`src/rtl/cmp_pkg.sv`:
```
package cmp_pkg;
  localparam int REG_W = 32;

  localparam int MODE_LO = 3;
  localparam int OSEL_B  = 6;
  localparam int POS_LO  = 8;
  localparam int NEG_LO  = 11;
  localparam int CLR_B   = 20;
  localparam int STAT_B  = 21;
  localparam int FLAG_B  = 23;
  localparam int HYS_LO  = 25;

  localparam int SEL_W   = 3;
  localparam int HYS_W   = 2;
  localparam int MODE_W  = 2;

  localparam logic [SEL_W-1:0] SEL_RESERVED = 3'd7;
  localparam logic [REG_W-1:0] LIVE_MASK    = 32'h06B0_3F58;

  typedef enum logic [MODE_W-1:0] {
    EDG_FALL   = 2'd0,
    EDG_RISE   = 2'd1,
    EDG_BOTH_A = 2'd2,
    EDG_BOTH_B = 2'd3
  } edge_mode_e;

  typedef struct packed {
    edge_mode_e       mode;
    logic             osel;
    logic [SEL_W-1:0] pos;
    logic [SEL_W-1:0] neg;
    logic             clr;
    logic [HYS_W-1:0] hys;
  } ctl_fields_t;
endpackage

```
`src/rtl/cmp_sync.sv`:
```
module cmp_sync #(
  parameter int STAGES = 2
) (
  input  logic clk,
  input  logic rst_n,
  input  logic d_async,
  output logic q_sync
);
  logic [STAGES-1:0] stage_q;

  always_ff @(posedge clk or negedge rst_n) begin
    if (!rst_n) stage_q[0] <= 1'b0;
    else        stage_q[0] <= d_async;
  end

  for (genvar g = 1; g < STAGES; g++) begin : g_stage
    always_ff @(posedge clk or negedge rst_n) begin
      if (!rst_n) stage_q[g] <= 1'b0;
      else        stage_q[g] <= stage_q[g-1];
    end
  end

  assign q_sync = stage_q[STAGES-1];
endmodule

```
`src/rtl/cmp_edge_det.sv`:
```
module cmp_edge_det
  import cmp_pkg::*;
(
  input  logic       clk,
  input  logic       rst_n,
  input  logic       lvl,
  input  edge_mode_e mode,
  input  logic       block,
  output logic       flag
);
  logic prev_q;
  logic flag_q, flag_d;
  logic rise, fall, hit;

  always_comb begin
    rise = lvl & ~prev_q;
    fall = ~lvl & prev_q;
    unique case (mode)
      EDG_FALL:   hit = fall;
      EDG_RISE:   hit = rise;
      EDG_BOTH_A,
      EDG_BOTH_B: hit = rise | fall;
      default:    hit = 1'b0;
    endcase
    if (block) flag_d = 1'b0;
    else       flag_d = flag_q | hit;
  end

  always_ff @(posedge clk or negedge rst_n) begin
    if (!rst_n) begin
      prev_q <= 1'b0;
      flag_q <= 1'b0;
    end else begin
      prev_q <= lvl;
      flag_q <= flag_d;
    end
  end

  assign flag = flag_q;
endmodule

```
`src/rtl/cmp_ctl_regs.sv`:
```
module cmp_ctl_regs
  import cmp_pkg::*;
(
  input  logic             clk,
  input  logic             rst_n,
  input  logic             wr_en,
  input  logic [REG_W-1:0] wr_data,
  input  logic             status,
  input  logic             flag,
  output ctl_fields_t      fields,
  output logic             clr_block,
  output logic [REG_W-1:0] rd_data
);
  ctl_fields_t      f_q, f_d;
  logic [SEL_W-1:0] pos_w, neg_w;
  logic             unused_wr;

  assign pos_w = wr_data[POS_LO +: SEL_W];
  assign neg_w = wr_data[NEG_LO +: SEL_W];
  assign unused_wr = ^(wr_data & ~LIVE_MASK) ^ wr_data[STAT_B] ^ wr_data[FLAG_B];

  always_comb begin
    f_d = f_q;
    if (wr_en) begin
      f_d.mode = edge_mode_e'(wr_data[MODE_LO +: MODE_W]);
      f_d.osel = wr_data[OSEL_B];
      if (pos_w != SEL_RESERVED) f_d.pos = pos_w;
      if (neg_w != SEL_RESERVED) f_d.neg = neg_w;
      f_d.clr  = wr_data[CLR_B];
      f_d.hys  = wr_data[HYS_LO +: HYS_W];
    end
  end

  always_ff @(posedge clk or negedge rst_n) begin
    if (!rst_n) f_q <= '0;
    else        f_q <= f_d;
  end

  assign clr_block = f_q.clr | (wr_en & wr_data[CLR_B]);
  assign fields    = f_q;

  always_comb begin
    rd_data = '0;
    rd_data[MODE_LO +: MODE_W] = f_q.mode;
    rd_data[OSEL_B]            = f_q.osel;
    rd_data[POS_LO +: SEL_W]   = f_q.pos;
    rd_data[NEG_LO +: SEL_W]   = f_q.neg;
    rd_data[CLR_B]             = f_q.clr;
    rd_data[STAT_B]            = status;
    rd_data[FLAG_B]            = flag;
    rd_data[HYS_LO +: HYS_W]   = f_q.hys;
  end
endmodule

```
`src/rtl/cmp_edge_ctl.sv`:
```
module cmp_edge_ctl
  import cmp_pkg::*;
#(
  parameter int SYNC_STAGES = 2
) (
  input  logic             clk,
  input  logic             rst_n,
  input  logic             wr_en,
  input  logic [REG_W-1:0] wr_data,
  output logic [REG_W-1:0] rd_data,
  input  logic             cmp_raw,
  output logic             irq,
  output logic             cmp_to_mod,
  output logic [SEL_W-1:0] pos_sel,
  output logic [SEL_W-1:0] neg_sel,
  output logic [HYS_W-1:0] hyst_code
);
  logic [1:0]  rst_q;
  logic        rst_int_n;
  logic        lvl_sync;
  logic        flag;
  logic        clr_block;
  ctl_fields_t fields;

  always_ff @(posedge clk or negedge rst_n) begin
    if (!rst_n) rst_q <= 2'b00;
    else        rst_q <= {rst_q[0], 1'b1};
  end
  assign rst_int_n = rst_q[1];

  cmp_sync #(.STAGES(SYNC_STAGES)) u_sync (
    .clk    (clk),
    .rst_n  (rst_int_n),
    .d_async(cmp_raw),
    .q_sync (lvl_sync)
  );

  cmp_edge_det u_edge (
    .clk  (clk),
    .rst_n(rst_int_n),
    .lvl  (lvl_sync),
    .mode (fields.mode),
    .block(clr_block),
    .flag (flag)
  );

  cmp_ctl_regs u_regs (
    .clk      (clk),
    .rst_n    (rst_int_n),
    .wr_en    (wr_en),
    .wr_data  (wr_data),
    .status   (lvl_sync),
    .flag     (flag),
    .fields   (fields),
    .clr_block(clr_block),
    .rd_data  (rd_data)
  );

  assign irq        = flag;
  assign cmp_to_mod = fields.osel ? lvl_sync : cmp_raw;
  assign pos_sel    = fields.pos;
  assign neg_sel    = fields.neg;
  assign hyst_code  = fields.hys;
endmodule

```
`config.mk`:
```
export PLATFORM = sky130hd
export DESIGN_NAME = cmp_edge_ctl
export DESIGN_NICKNAME = d
export VERILOG_FILES = /design/src/rtl/cmp_pkg.sv /design/src/rtl/cmp_sync.sv /design/src/rtl/cmp_edge_det.sv /design/src/rtl/cmp_ctl_regs.sv /design/src/rtl/cmp_edge_ctl.sv
export SDC_FILE = /design/constraint.sdc
export NUM_CORES = 1
export LEC_CHECK = 0
export CAP_MARGIN = 25
export CORE_ASPECT_RATIO = 1.25
export CORE_MARGIN = 2
export CORE_UTILIZATION = 32
export DETAILED_ROUTE_END_ITERATION = 8
export HOLD_SLACK_MARGIN = 0.03
export PLACE_DENSITY = 0.79
export SETUP_SLACK_MARGIN = 0.4
export SLEW_MARGIN = 40
export SYNTH_ARGS = -nofsm -noshare
export SYNTH_HDL_FRONTEND = slang
export SYNTH_SLANG_ARGS = --single-unit
```
`constraint.sdc`:
```
create_clock -name clk -period 1.2 [get_ports clk]
set_input_delay 0.3 -clock clk [delete_from_list [all_inputs] [get_ports clk]]
set_output_delay 0.3 -clock clk [all_outputs]
set_load 0.05 [all_outputs]
```
# [Word level (Yosys, flattened, before mapping)]
# Index checks and enable logic that the tools add are counted.
[totals] ff_bits=18 input_bits=36 out_inout_bits=42
[classes] n_eq_ne=5 mux=3 bitwise_logic=8 reduce_logical=4
[ops] op="3-bit != test (second input constant)" n=2
[ops] op="2-bit equality test (second input constant)" n=2
[ops] op="2-bit AND reduction" n=2
[ops] op="1-bit AND" n=3
[ops] op="1-bit OR" n=3
[ops] op="1-bit one-hot mux with 3 select lines" n=1
[ops] op="2-bit by 1-bit equality test with 1-bit output (second input constant)" n=1
[ops] op="2-bit zero test" n=1
[ops] op="1-bit 2-to-1 mux" n=2
[ops] op="1-bit inverter" n=2
[ops] op="2-bit OR reduction" n=1

# [Longest topological paths before layout]
[logic_depth] ltp_word=6 mapped_depth=4 mapped_depth_nobuf=4

# [Cells and area by module]
# From an unflattened synthesis, not the netlist that was laid out.
[unflattened] hier_cells=88 hier_area_um2=1013.5
[by_module_without_submodules] mod="cmp_ctl_regs" n_inst=1 cells_per_inst=72 area_each_um2=777.0 seq_area_each_um2=300.3
[by_module_without_submodules] mod="cmp_edge_det" n_inst=1 cells_per_inst=10 area_each_um2=117.6 seq_area_each_um2=50.0
[by_module_without_submodules] mod="cmp_edge_ctl" n_inst=1 cells_per_inst=4 area_each_um2=68.8 seq_area_each_um2=50.0
[by_module_without_submodules] mod="cmp_sync" n_inst=1 cells_per_inst=2 area_each_um2=50.0 seq_area_each_um2=50.0

# [Least setup slack after synthesis]
# OpenSTA, ideal clock, no wires.
[synth_timing] path_type="reg2out" startpoint="register u_regs.f_q, in the netlist u_regs.fields[9]" endpoint="output cmp_to_mod" t_arrival_ps=1138 required_time_ps=900 path_slack_ps=-238 path_stages_with_launch=2 cell_sequence="dfrtp_1 > mux2_2"
[synth_between] elab_chain_cells=1
[synth_rtl] element="start: declaration" line_no="cmp_ctl_regs.sv:14" rtl="ctl_fields_t f_q, f_d;"
[synth_rtl] element="start signal: assignment" line_no="cmp_ctl_regs.sv:35" rtl="if (!rst_n) f_q <= '0;"
[synth_rtl] element="start signal: assignment" line_no="cmp_ctl_regs.sv:36" rtl="else f_q <= f_d;"
[synth_rtl] element="1-bit 2-to-1 mux" line_no="cmp_edge_ctl.sv:60" rtl="assign cmp_to_mod = fields.osel ? lvl_sync : cmp_raw;"
[synth_rtl] element="end: declaration" line_no="cmp_edge_ctl.sv:13" rtl="output logic cmp_to_mod,"
# No other way between the ends.

# [Final worst setup path]
[layout_timing] startpoint="register u_sync.stage_q[1], in the netlist u_sync.q_sync" endpoint="output cmp_to_mod"
[layout_between] elab_chain_cells=1
[layout_rtl] element="start: declaration" line_no="cmp_sync.sv:9" rtl="logic [STAGES-1:0] stage_q;"
[layout_rtl] element="start signal: indexed assignment" line_no="cmp_sync.sv:19" rtl="else stage_q[g] <= stage_q[g-1];"
[layout_rtl] element="1-bit 2-to-1 mux" line_no="cmp_edge_ctl.sv:60"
# No other way between the ends.

==> impl_metrics.env <==
export IMPL_cts_tree="done"
export IMPL_setup_ws_ps=-351
export IMPL_synth_cell_types=13
export IMPL_cts_max_level=1
export IMPL_crit_slowest_cell="dfrtp_1"
export IMPL_crit_family="flip-flops"
export IMPL_switching_share=0.380
export IMPL_cp_buffers_inverters=2
export IMPL_max_stage_delay_ps=420
export IMPL_path_class="flip-flop to primary output"
export IMPL_clock_sinks=18
export IMPL_cp_required_ps=900
export IMPL_mostFrequentLayoutCells="buf_12, conb_1, dfrtp_2"
export IMPL_p_int_mw=1.39
export IMPL_ys_seq_elements=18
export IMPL_postRouteAntennaNets=0
export IMPL_antenna_found_initial=0
export IMPL_firstDrtPassIters=2
export IMPL_dr_total_vias=718
export IMPL_startpoint_type="flip-flop"
export IMPL_cts_buffer_depth=2
export IMPL_hold_buffers=0
export IMPL_grt_pass1_vias=743
export IMPL_root_buffer="clkbuf_4"
export IMPL_port_buffers=39
export IMPL_grt_max_degree=11
export IMPL_seq_power_share=0.340
export IMPL_crit_path_start="u_sync.q_sync$_DFF_PN0_"
export IMPL_yosys_warnings=0
export IMPL_grt_use_met1=0.148
export IMPL_cp_cell_sequence="buf_6 -> mux2_4 -> buf_12"
export IMPL_power_leakage_nw=0.865
export IMPL_wl_per_cell_um=13.1
export IMPL_rsz0062_at_grt="true"
export IMPL_powerDensity_nw_per_um2=1250
export IMPL_endpoint="cmp_to_mod"
export IMPL_num_rows=22
export IMPL_grtUsageTotal=0.143
export IMPL_fin_nets=174
export IMPL_r2r_start="u_sync.q_sync$_DFF_PN0_"
export IMPL_critical_path_depth=3
export IMPL_fmax_mhz=645
export IMPL_status="complete, but fails checks"
export IMPL_violations="setup timing"
export IMPL_groute_layer_met2_usage=0.277
export IMPL_pwr_share_clk=0.168
export IMPL_numCtsBuffers=3
export IMPL_num_antenna_cells=0
export IMPL_comb_power_share=0.492
export IMPL_drc=0
export IMPL_finalSetupViolCount=23
export IMPL_r2r_slack_ps=-320
export IMPL_clock_skew_ps=2.60
export IMPL_yosysSeqAreaShare=0.469
export IMPL_grt_pass1_wl_um=3580
export IMPL_hold_viol=0
export IMPL_initial_utilization=0.332
export IMPL_dp_hpwl_um=1620
export IMPL_end_kind="primary output"
export IMPL_ir_drop_mv=0.661
export IMPL_synth_area_um2=960
export IMPL_path_clk_slew_ps=110
export IMPL_globalRoute_totalOverflow=0
export IMPL_finalCritPeriodShare=1.29
export IMPL_hold_class="flip-flop to async pin"
export IMPL_worstRegToRegCells=5
export IMPL_area_delta_synth_final_pct=87.4
export IMPL_syn_area_per_cell_um2=11.6
export IMPL_use_met3=0.0273
export IMPL_worstSkewPairLatency_ps=290
export IMPL_drt_wl_total_um=2240
export IMPL_gp_congestion=0.686
export IMPL_die_area_um2=3460
export IMPL_timing_rr_end="u_edge.flag$_DFF_PN0_"
export IMPL_die_y_um=65.2
export IMPL_cap_violations=0
export IMPL_p_sw_mw=0.853
export IMPL_final_max_slew_violation_count=0
export IMPL_final_common_cell="buf_12"
export IMPL_drive_above_1_share=0.607
export IMPL_setup_tns_ps=-1410
export IMPL_syn_inst=83
export IMPL_ios=78
export IMPL_via_per_inst=4.20
export IMPL_worstPathArrival_ps=1250
export IMPL_fin_crit_ps=1550
export IMPL_fp_coreArea_um2=2890
export IMPL_drt_iter0_drc=1
export IMPL_fp_dieW_um=53.0
export IMPL_top_usage_layer="met2"
export IMPL_cp_max_fo=2
export IMPL_holdWs_ps=106
-- per-layer routing --
metal	wire [um]	vias to the layer above
met3	134	2
met2	1330	33
met4	17	0
met1	754	356
met5	0	-
li1	-	327
-- cell type report --
| class | instances | area [um^2] |
|---|---|---|
| tap | 36 | 45.0 |
| multi-input combinational | 44 | 385 |
| fill | 238 | 1090 |
| inverter | 8 | 30.0 |
| sequential | 18 | 467 |
| clock buffer | 4 | 36.3 |
| timing repair buffer | 61 | 835 |
-- power by group through the flow --
stage / combinational (mW) / clock (mW) / sequential, mW
final: 1.10 / 0.376 / 0.763
after global routing: 1.14 / 0.415 / 0.773
after CTS: 1.07 / 0.385 / 0.764
after detailed placement: 0.992 / 0 / 0.776
after global placement: 0.978 / 0 / 0.772
after floorplan: 0.506 / 0 / 0.907
-- cell usage after synthesis --
cell	n	area (um^2)
buf_4	28	210
dfrtp_1	18	450
inv_1	8	30.0
mux2_2	7	78.8
a21boi_0	6	45.0
a2bb2oi_1	6	52.6
buf_6	2	22.5
conb_1	2	7.51
ha_1	2	25.0
a21oi_1	1	5.00
mux2_4	1	15.0
nand3b_1	1	7.51
o311a_1	1	10.0
-- worst min path at each step --
| stage | start | to | slack (ps) | depth (start not counted) |
|---|---|---|---|---|
| 3_5_place_dp | rst_q[1]$_DFF_PN0_ | u_regs.fields[7]$_DFFE_PN0P_ | 110 | 0 |
| 6_report | rst_q[1]$_DFF_PN0_ | u_regs.fields[7]$_DFFE_PN0P_ | 110 | 0 |
| 3_3_place_gp | rst_q[1]$_DFF_PN0_ | u_regs.fields[7]$_DFFE_PN0P_ | 100 | 0 |
| 2_1_floorplan | rst_n | rst_q[0]$_DFF_PN0_ | 4 | 0 |
| 4_1_cts | rst_q[1]$_DFF_PN0_ | u_regs.fields[7]$_DFFE_PN0P_ | 120 | 0 |
| 5_1_grt | rst_n | rst_q[1]$_DFF_PN0_ | 130 | 1 |
-- logic make-up (layout without fill, tap and decap cells) --
kind of cell,after synthesis,after routing,synth area share
AO/OA/AOI/OAI,14,14,0.117
adder cells (fa/ha/maj),2,2,0.0261
buffers and inverters,38,73,0.274
flip-flops,18,18,0.469
multiplexers,8,8,0.0978
other,2,19,0.00783
AND/OR/NAND/NOR,1,1,0.00783
-- stage by stage --
step                power (mW)  setup WS, ps  cells  cell area (um^2)   util
floorplan                 1.41         -36.5    100              1120      -
global placement          1.75          -247    152              1550  0.537
detailed placement        1.77          -357    152              1550  0.537
CTS                       2.22          -349    167              1730  0.600
global route              2.33          -381    171              1800  0.622
finish                    2.24          -351    171              1800  0.622
-- flip-flops by register name, summed over array words and instances (netlist names) --
name            flops
u_sync.q_sync       1
rst_q               2
u_regs.fields      12
u_edge.flag         1
u_edge.prev_q       1
u_sync.stage_q      1
-- what timing repair did --
action                                  in CTS  in global routing
setup buffers                               10                  4
endpoints found under the setup margin      37                 36
pin swaps                                    2                  0
cloned                                       1                  0
resized for setup                           30                  9
(Power assumes the default switching activity.)
